--- src/rtl/tcu_pkg.sv ---
package tcu_pkg;
  typedef enum logic [1:0] {
    MODE_TOGGLE = 2'b00,
    MODE_CLR0   = 2'b01,
    MODE_CLR1   = 2'b10,
    MODE_PAIR   = 2'b11
  } tcu_mode_e;

  typedef struct packed {
    logic      force_en;
    logic      act_low;
    tcu_mode_e mode;
  } tcu_field_t;

  localparam int unsigned FIELD_W = $bits(tcu_field_t);
endpackage

--- src/rtl/tcu_ctrl_reg.sv ---
module tcu_ctrl_reg #(
  parameter int unsigned REG_W = 16,
  localparam int unsigned NB  = REG_W / 8,
  localparam int unsigned SEL_W = $clog2(REG_W)
) (
  input  logic             clk_i,
  input  logic             rst_ni,
  input  logic             wr_en_i,
  input  logic [NB-1:0]    byte_en_i,
  input  logic [REG_W-1:0] wdata_i,
  input  logic             bit_we_i,
  input  logic [SEL_W-1:0] bit_sel_i,
  input  logic             bit_val_i,
  output logic [REG_W-1:0] q_o
);
  logic [REG_W-1:0] q, nxt;

  always_comb begin
    nxt = q;
    for (int b = 0; b < NB; b++)
      if (wr_en_i && byte_en_i[b]) nxt[b*8 +: 8] = wdata_i[b*8 +: 8];
    if (bit_we_i) nxt[bit_sel_i] = bit_val_i;  // bit write overrides lane write
  end

  always_ff @(posedge clk_i or negedge rst_ni)
    if (!rst_ni) q <= '0;
    else         q <= nxt;

  assign q_o = q;

  p_idle_hold_r2: assert property (@(posedge clk_i) disable iff (!rst_ni)
    !wr_en_i && !bit_we_i |=> $stable(q));
  p_bit_write_r2: assert property (@(posedge clk_i) disable iff (!rst_ni)
    bit_we_i |=> q[$past(bit_sel_i)] == $past(bit_val_i));
endmodule

--- src/rtl/tcu_chan.sv ---
module tcu_chan
  import tcu_pkg::*;
(
  input  logic       clk_i,
  input  logic       rst_ni,
  input  tcu_field_t field_i,
  input  logic       own_match_i,
  input  logic       next_match_i,
  input  logic       clr0_i,
  input  logic       clr1_i,
  output logic       pin_o
);
  logic flag_q;
  logic rst_ev;

  always_comb begin
    unique case (field_i.mode)
      MODE_TOGGLE: rst_ev = 1'b0;
      MODE_CLR0:   rst_ev = clr0_i;
      MODE_CLR1:   rst_ev = clr1_i;
      default:     rst_ev = next_match_i;
    endcase
  end

  // set/toggle has priority over reset
  always_ff @(posedge clk_i or negedge rst_ni)
    if (!rst_ni)           flag_q <= 1'b0;
    else if (own_match_i)  flag_q <= (field_i.mode == MODE_TOGGLE) ? ~flag_q : 1'b1;
    else if (rst_ev)       flag_q <= 1'b0;

  assign pin_o = field_i.force_en ? field_i.act_low : (flag_q ^ field_i.act_low);

  p_toggle_r5: assert property (@(posedge clk_i) disable iff (!rst_ni)
    own_match_i && field_i.mode == MODE_TOGGLE |=> flag_q != $past(flag_q));
  p_set_wins_r9: assert property (@(posedge clk_i) disable iff (!rst_ni)
    own_match_i && field_i.mode != MODE_TOGGLE |=> flag_q);
  p_clr0_r6: assert property (@(posedge clk_i) disable iff (!rst_ni)
    !own_match_i && field_i.mode == MODE_CLR0 && clr0_i |=> !flag_q);
  p_clr1_r7: assert property (@(posedge clk_i) disable iff (!rst_ni)
    !own_match_i && field_i.mode == MODE_CLR1 && clr1_i |=> !flag_q);
  p_pair_r8: assert property (@(posedge clk_i) disable iff (!rst_ni)
    !own_match_i && field_i.mode == MODE_PAIR && next_match_i |=> !flag_q);
  p_quiet_r10: assert property (@(posedge clk_i) disable iff (!rst_ni)
    !own_match_i && !next_match_i && !clr0_i && !clr1_i |=> $stable(flag_q));
  p_force_r4: assert property (@(posedge clk_i) disable iff (!rst_ni)
    field_i.force_en |-> pin_o == field_i.act_low);
endmodule

--- src/rtl/tcu_top.sv ---
module tcu_top
  import tcu_pkg::*;
#(
  parameter int unsigned NUM_CH = 4,
  localparam int unsigned REG_W = NUM_CH * FIELD_W,
  localparam int unsigned NB    = REG_W / 8,
  localparam int unsigned SEL_W = $clog2(REG_W)
) (
  input  logic              clk_i,
  input  logic              rst_ni,
  input  logic              wr_en_i,
  input  logic [NB-1:0]     byte_en_i,
  input  logic [REG_W-1:0]  wdata_i,
  input  logic              bit_we_i,
  input  logic [SEL_W-1:0]  bit_sel_i,
  input  logic              bit_val_i,
  input  logic [NUM_CH-1:0] match_i,
  input  logic              clr0_i,
  input  logic              clr1_i,
  output logic [REG_W-1:0]  ctrl_o,
  output logic [NUM_CH-1:0] pin_o
);
  logic [REG_W-1:0] ctrl_q;

  tcu_ctrl_reg #(.REG_W(REG_W)) u_reg (
    .clk_i, .rst_ni, .wr_en_i, .byte_en_i, .wdata_i,
    .bit_we_i, .bit_sel_i, .bit_val_i, .q_o(ctrl_q)
  );

  assign ctrl_o = ctrl_q;

  for (genvar c = 0; c < NUM_CH; c++) begin : g_ch
    tcu_field_t fld;
    assign fld = tcu_field_t'(ctrl_q[c*FIELD_W +: FIELD_W]);
    tcu_chan u_ch (
      .clk_i, .rst_ni,
      .field_i      (fld),
      .own_match_i  (match_i[c]),
      .next_match_i (match_i[(c+1) % NUM_CH]),  // wraps last to first
      .clr0_i, .clr1_i,
      .pin_o        (pin_o[c])
    );
  end
endmodule

--- config.mk ---
export PLATFORM = sky130hd
export DESIGN_NAME = tcu_top
export DESIGN_NICKNAME = d
export VERILOG_FILES = /design/src/rtl/tcu_pkg.sv /design/src/rtl/tcu_ctrl_reg.sv /design/src/rtl/tcu_chan.sv /design/src/rtl/tcu_top.sv
export SDC_FILE = /design/constraint.sdc
export NUM_CORES = 1
export LEC_CHECK = 0
export ABC_AREA = 1
export BUFFER_PORTS_ARGS = -buffer_cell sky130_fd_sc_hd__buf_2
export CAP_MARGIN = 15
export CORE_ASPECT_RATIO = 1.25
export CORE_MARGIN = 2
export CORE_UTILIZATION = 50
export DETAILED_ROUTE_END_ITERATION = 7
export HOLD_SLACK_MARGIN = 0.02
export PLACE_DENSITY = 0.81
export SYNTH_ARGS = -nofsm -noshare
export SYNTH_HDL_FRONTEND = slang
export SYNTH_SLANG_ARGS = --single-unit
--- constraint.sdc ---
create_clock -name clk_i -period 1.8 [get_ports clk_i]
set_input_delay 0.09 -clock clk_i [delete_from_list [all_inputs] [get_ports clk_i]]
set_output_delay 0.09 -clock clk_i [all_outputs]
set_load 0.02 [all_outputs]
==> qor.yml, run 1 <==
outcome: "complete, no violations"
antenna-diode-count: 0
rows: 21
synth_largest_area_cell: "sky130_fd_sc_hd__dfrtp_1"
layout_commonest_cell: "sky130_fd_sc_hd__nand2_1"
layout_stage_area_growth_over_the_synthesis_result_pct: 18.9
synthTopCellsByArea: "sky130_fd_sc_hd__dfrtp_1, sky130_fd_sc_hd__nand2_1, sky130_fd_sc_hd__nand3_1"
timing.critical_path.fanout_max: 3
worst_clock_skew_ns: 0.00270
leakage_nw: 1.03
numCtsBuffers: 3
post_cts.resized_instances: 0
power-per-cell-area_mw_per_mm2: 780
criticalPathCategory: "reg -> out"
layout.cells.most_common_list: "sky130_fd_sc_hd__nand2_1, sky130_fd_sc_hd__buf_2, sky130_fd_sc_hd__nand3_1"
timing_hold_violations_final: 0
antenna_violations_before_repair: 0
drtIter0Drc: 40
drc: 0
grt_setup_unrepaired: "false"
cp-end-kind: "primary output"
slew-limit-headroom_pct: 71.4
groute.usage.overall_pct: 23.5
detail_route.vias_per_cell: 4.92
routed_wl_mm: 3.41
design.portCount: 53
setup_slack_ns: 0.538
timing.critical_path.arrival_ns: 1.17
syn-mean-instance-area_um2: 6.11
syn-cell-area_mm2: 0.00145
ctsLongestPathBuffers: 2
mappedNetlistNets: 270
cts_tree: "built"
core_area_mm2: 0.00273
synth.lib_cells_used.distinct: 13
hold_path_class: "in -> reg"
finalCriticalPeriod_ns: 1.26
die-width_um: 52.1
drt-wirelength-per-cell_um: 10.8
worst-endpoint-required_ns: 1.71
timing.critical_path.from_type: "flop"
grt_first_pass_wirelength_mm: 6.07
cts-root-buf: "sky130_fd_sc_hd__clkbuf_4"
number_of_global_route_vias_before_repair: 1452
final_layout_size_suffix_gt1_share_pct: 21.2
synthesis.instances: 237
layout.filler_cells: 287
port-buffer-count: 52
clkSlewWorstSetupHoldPaths_ns: 0.11
maxClockFrequency_mhz: 793
setup-violations-final: 0
timing_max_transition_violations_final: 0
initial_cell_density_of_the_core_pct: 53.0
synth.ff_latch_count: 20
dp_hpwl_mm: 2.62
gp_congestion: 0.847
portion_of_synthesized_cell_area_occupied_by_the_leading_cell_type_pct: 34.5
antenna_left: 0
vias: 1561
grt_max_degree: 21
insertion_delay_ns: 0.30
count_of_maximum_capacitance_violations: 0
final.setup.tns_ns: 0
yosysSeqAreaShare_pct: 34.5
die_y_um: 64.2
vdd_drop_max_v: 0.000464
fin_crit_sh_pct: 70.1
drt_pass1_iterations: 4
die-area_mm2: 0.00335
worstMarginPinSlew_ns: 0.429
cts_htree_levels: 1
post_place_setup_slack_ns: 0.782
ys_warn_count: 0
clkSinkCount: 20
grt_remaining_overflow: 0
design.final.nets: 317
-- flip-flops by register name, summed over array words and instances (netlist names) --
register and flops:
g_ch.u_ch.flag_q 4, u_reg.q_o 16
-- cell families after synthesis --
logic type / Yosys count / share of synthesized area [%]
XOR/XNOR: 4 / 2.42
AND/OR/NAND/NOR: 172 / 49.4
buffers and inverters: 33 / 10.9
flip-flops: 20 / 34.5
AO/OA/AOI/OAI: 8 / 2.76
-- power breakdown --
group | internal (W) | total [W] | switching [W]
sequential | 0.000515 | 0.000582 | 0.0000680
clock | 0.000123 | 0.000262 | 0.000138
combinational | 0.000184 | 0.000499 | 0.000316
-- synthesized netlist by cell type --
library cell	number
sky130_fd_sc_hd__dfrtp_1	20
sky130_fd_sc_hd__nor2_4	1
sky130_fd_sc_hd__nand4_1	5
sky130_fd_sc_hd__buf_4	8
sky130_fd_sc_hd__xnor2_1	4
sky130_fd_sc_hd__nor2_1	16
sky130_fd_sc_hd__nor2_2	3
sky130_fd_sc_hd__clkbuf_2	1
sky130_fd_sc_hd__o21ai_0	8
sky130_fd_sc_hd__inv_1	22
sky130_fd_sc_hd__buf_2	2
sky130_fd_sc_hd__nand2_1	113
sky130_fd_sc_hd__nand3_1	34
-- worst paths after layout --
kind                            slack, ns                               to  depth (start not counted)                             from
worst min register to register       0.60  g_ch[0].u_ch.flag_q$_DFFE_PN0P_                          3  g_ch[0].u_ch.flag_q$_DFFE_PN0P_
min in group asynchronous            0.26           u_reg.q_o[2]$_DFF_PN0_                          2                           rst_ni
worst max register to register       0.91  g_ch[1].u_ch.flag_q$_DFFE_PN0P_                          4           u_reg.q_o[5]$_DFF_PN0_
worst min-delay path                 0.05  g_ch[1].u_ch.flag_q$_DFFE_PN0P_                          3                       match_i[1]
max in group asynchronous            1.24          u_reg.q_o[11]$_DFF_PN0_                          2                           rst_ni
worst max-delay path                 0.54                         pin_o[2]                          4          u_reg.q_o[11]$_DFF_PN0_
-- critical path: stages (launching register included) --
cell and delay [ns]:
sky130_fd_sc_hd__dfrtp_1 0.42, sky130_fd_sc_hd__nor2_1 0.13, sky130_fd_sc_hd__xnor2_1 0.13, sky130_fd_sc_hd__inv_1 0.05, sky130_fd_sc_hd__buf_2 0.15
-- layout make-up --
type / instances / area, um^2 / share of cell area [%]
Sequential cell: 20 / 500 / 29.0
Inverter: 22 / 82.6 / 4.79
Timing Repair Buffer: 53 / 270 / 15.7
Multi-Input combinational cell: 184 / 791 / 45.9
Tap cell: 34 / 42.5 / 2.47
Clock buffer: 4 / 36.3 / 2.11
-- through the flow --
stage / hold WS (ns) / cell area (um^2) / power (W) / utilization [%] / instances
finish: 0.0488 / 1720 / 0.00134 / 63.0 / 317
detailed placement: 0.0593 / 1680 / 0.00109 / 61.4 / 312
global route: 0.0393 / 1720 / 0.00145 / 63.0 / 317
CTS: 0.0509 / 1720 / 0.00135 / 63.0 / 317
floorplan: -0.206 / 1450 / 0.000959 / - / 237
global placement: 0.0583 / 1680 / 0.00109 / 61.4 / 312
-- per-layer routing --
layer | GRT usage (%) | vias up | part of all wire (%)
li1 | - | 823 | -
met1 | 31.4 | 682 | 43
met2 | 40.0 | 52 | 50
met3 | 1.40 | 4 | 6.6
met4 | 7.37 | 0 | 1.1
met5 | 0 | - | 0
-- timing repair --
action | 4_1_cts | 5_1_grt
endpoints found under the setup margin | 0 | 0
buffers inserted | 0 | 0
hold buffers | 1 | 0
endpoints found under the hold margin | 20 | 0
(Power assumes the default switching activity.)
==> inputs of run 2 (changes only) <==
--- a/config.mk
+++ b/config.mk
@@ -10,10 +10,10 @@
 export CAP_MARGIN = 15
 export CORE_ASPECT_RATIO = 1.25
 export CORE_MARGIN = 2
-export CORE_UTILIZATION = 50
+export CORE_UTILIZATION = 49
 export DETAILED_ROUTE_END_ITERATION = 7
 export HOLD_SLACK_MARGIN = 0.02
-export PLACE_DENSITY = 0.81
+export PLACE_DENSITY = 0.79
 export SYNTH_ARGS = -nofsm -noshare
 export SYNTH_HDL_FRONTEND = slang
 export SYNTH_SLANG_ARGS = --single-unit
==> constraint.sdc (replaced) <==
create_clock -name clk_i -period 1.3 [get_ports clk_i]
set_input_delay 0.065 -clock clk_i [delete_from_list [all_inputs] [get_ports clk_i]]
set_output_delay 0.065 -clock clk_i [all_outputs]
set_load 0.02 [all_outputs]
==> qor.yml, run 2 (same netlist as run 1, synthesis figures left out) <==
postCtsSetupBuffers: 0
grt_remaining_overflow: 0
ctsLongestPathBuffers: 2
dp_hpwl_mm: 2.70
routed_wl_mm: 3.51
design.portCount: 53
path_depth: 4
max_ffs_per_register: 16
detail_route.vias_per_cell: 4.93
groute.usage.overall_pct: 22.8
cts_tree: "built"
finalCriticalPeriod_ns: 1.25
antenna-diode-count: 0
cts-root-buf: "sky130_fd_sc_hd__clkbuf_4"
timing.critical_path.buf_inv: 2
worstMarginPinSlew_ns: 0.449
layout.cells.most_common_list: "sky130_fd_sc_hd__nand2_1, sky130_fd_sc_hd__buf_2, sky130_fd_sc_hd__nand3_1"
final_layout_size_suffix_gt1_share_pct: 23.3
cts_htree_levels: 1
holdPathStages: 3
die-area_mm2: 0.00341
worst_clock_skew_ns: 0.000236
drc: 0
grt_first_pass_wirelength_mm: 5.93
crit_path_cell_trace: "nor2_2 -> xnor2_1 -> inv_1 -> buf_2"
postPlaceCellArea_mm2: 0.00169
core_area_mm2: 0.00289
clkSinkCount: 20
cp-end-kind: "primary output"
die_y_um: 64.8
postLayoutCellArea_mm2: 0.00173
fin_crit_sh_pct: 96.1
grt_max_degree: 21
r2r.worst_path.cells: 4
drtIter0Drc: 31
count_of_maximum_capacitance_violations: 0
slew-limit-headroom_pct: 70.1
initial_cell_density_of_the_core_pct: 50.1
leakage_nw: 1.03
power-per-cell-area_mw_per_mm2: 1050
criticalPathCategory: "reg -> out"
hold_path_class: "in -> reg"
worst-endpoint-required_ns: 1.24
critical_path.top_delay_family: "flip-flops"
design.final.nets: 318
maxClockFrequency_mhz: 800
timing.critical_path.arrival_ns: 1.18
antenna_violations_before_repair: 0
timing_max_transition_violations_final: 0
numCtsBuffers: 3
layout_commonest_cell: "sky130_fd_sc_hd__nand2_1"
vdd_drop_max_v: 0.000590
antenna_left: 0
clkSlewWorstSetupHoldPaths_ns: 0.11
grt_setup_unrepaired: "false"
die-width_um: 52.6
timing.critical_path.from_type: "flop"
port-buffer-count: 52
number_of_global_route_vias_before_repair: 1377
setup-violations-final: 0
finalHoldWorstSlack_ns: 0.0253
outcome: "complete, no violations"
gp_congestion: 0.757
drt_pass1_iterations: 4
vias: 1573
crit_slowest_cell: "sky130_fd_sc_hd__dfrtp_1"
timing_hold_violations_final: 0
insertion_delay_ns: 0.30
rows: 22
timing.critical_path.fanout_max: 3
final.setup.tns_ns: 0
max_stage_delay_ns: 0.42
layout_stage_area_growth_over_the_synthesis_result_pct: 19.3
drt-wirelength-per-cell_um: 11.0
==> run 2: what timing repair did <==
item / in CTS / in global routing
endpoints found under the setup margin: 0 / 4
resized for setup: 0 / 6
hold endpoints to repair: 20 / 0
hold buffers: 1 / 0
==> run 2: per-layer routing <==
layer | vias up | GRT usage (%) | share of wire (%)
li1 | 829 | - | -
met1 | 707 | 29.8 | 45
met2 | 32 | 39.4 | 51
met3 | 5 | 2.07 | 3.0
met4 | 0 | 6.73 | 1.3
met5 | - | 0 | 0
==> run 2: worst paths after layout <==
| check | startpoint | to | slack (ns) |
|---|---|---|---|
| hold reg to reg | g_ch[0].u_ch.flag_q$_DFFE_PN0P_ | g_ch[0].u_ch.flag_q$_DFFE_PN0P_ | 0.60 |
| setup reg to reg | u_reg.q_o[9]$_DFF_PN0_ | g_ch[2].u_ch.flag_q$_DFFE_PN0P_ | 0.40 |
| min in group asynchronous | rst_ni | u_reg.q_o[2]$_DFF_PN0_ | 0.24 |
| hold / removal | match_i[1] | g_ch[1].u_ch.flag_q$_DFFE_PN0P_ | 0.03 |
| max in group asynchronous | rst_ni | u_reg.q_o[15]$_DFF_PN0_ | 0.75 |
| setup / recovery | u_reg.q_o[7]$_DFF_PN0_ | pin_o[1] | 0.05 |
==> run 2: power breakdown <==
group	total [W]	leakage (nW)	internal [W]	switching (W)
Combinational	0.000701	0.766	0.000261	0.000440
Clock	0.000291	0.0138	0.000108	0.000183
Sequential	0.000818	0.245	0.000712	0.000105
Total	0.00181	1.03	0.00108	0.000729
==> run 2: stage by stage <==
| step | worst slack, ns | total power [W] | utilization [%] | std cells |
|---|---|---|---|---|
| 5_1_grt | 0.00104 | 0.00195 | 59.8 | 319 |
| 2_1_floorplan | 0.335 | 0.00133 | - | 237 |
| 6_report | 0.0506 | 0.00181 | 59.8 | 319 |
| 4_1_cts | 0.00324 | 0.00181 | 59.5 | 319 |
| 3_3_place_gp | 0.399 | 0.00151 | 58.4 | 315 |
| 3_5_place_dp | 0.346 | 0.00152 | 58.4 | 315 |
==> run 2: area by class of cell <==
class / count / area (um^2)
fill: 295 / 1160
multi-input combinational: 184 / 801
sequential: 20 / 500
timing repair buffer: 54 / 278
inverter: 22 / 82.6
tap: 36 / 45.0
clock buffer: 3 / 22.5
==> run 2: tightest hold or removal path: stages <==
cell and delay (ns):
sky130_fd_sc_hd__buf_2 0.11, sky130_fd_sc_hd__o21ai_0 0.06, sky130_fd_sc_hd__nand2_1 0.06
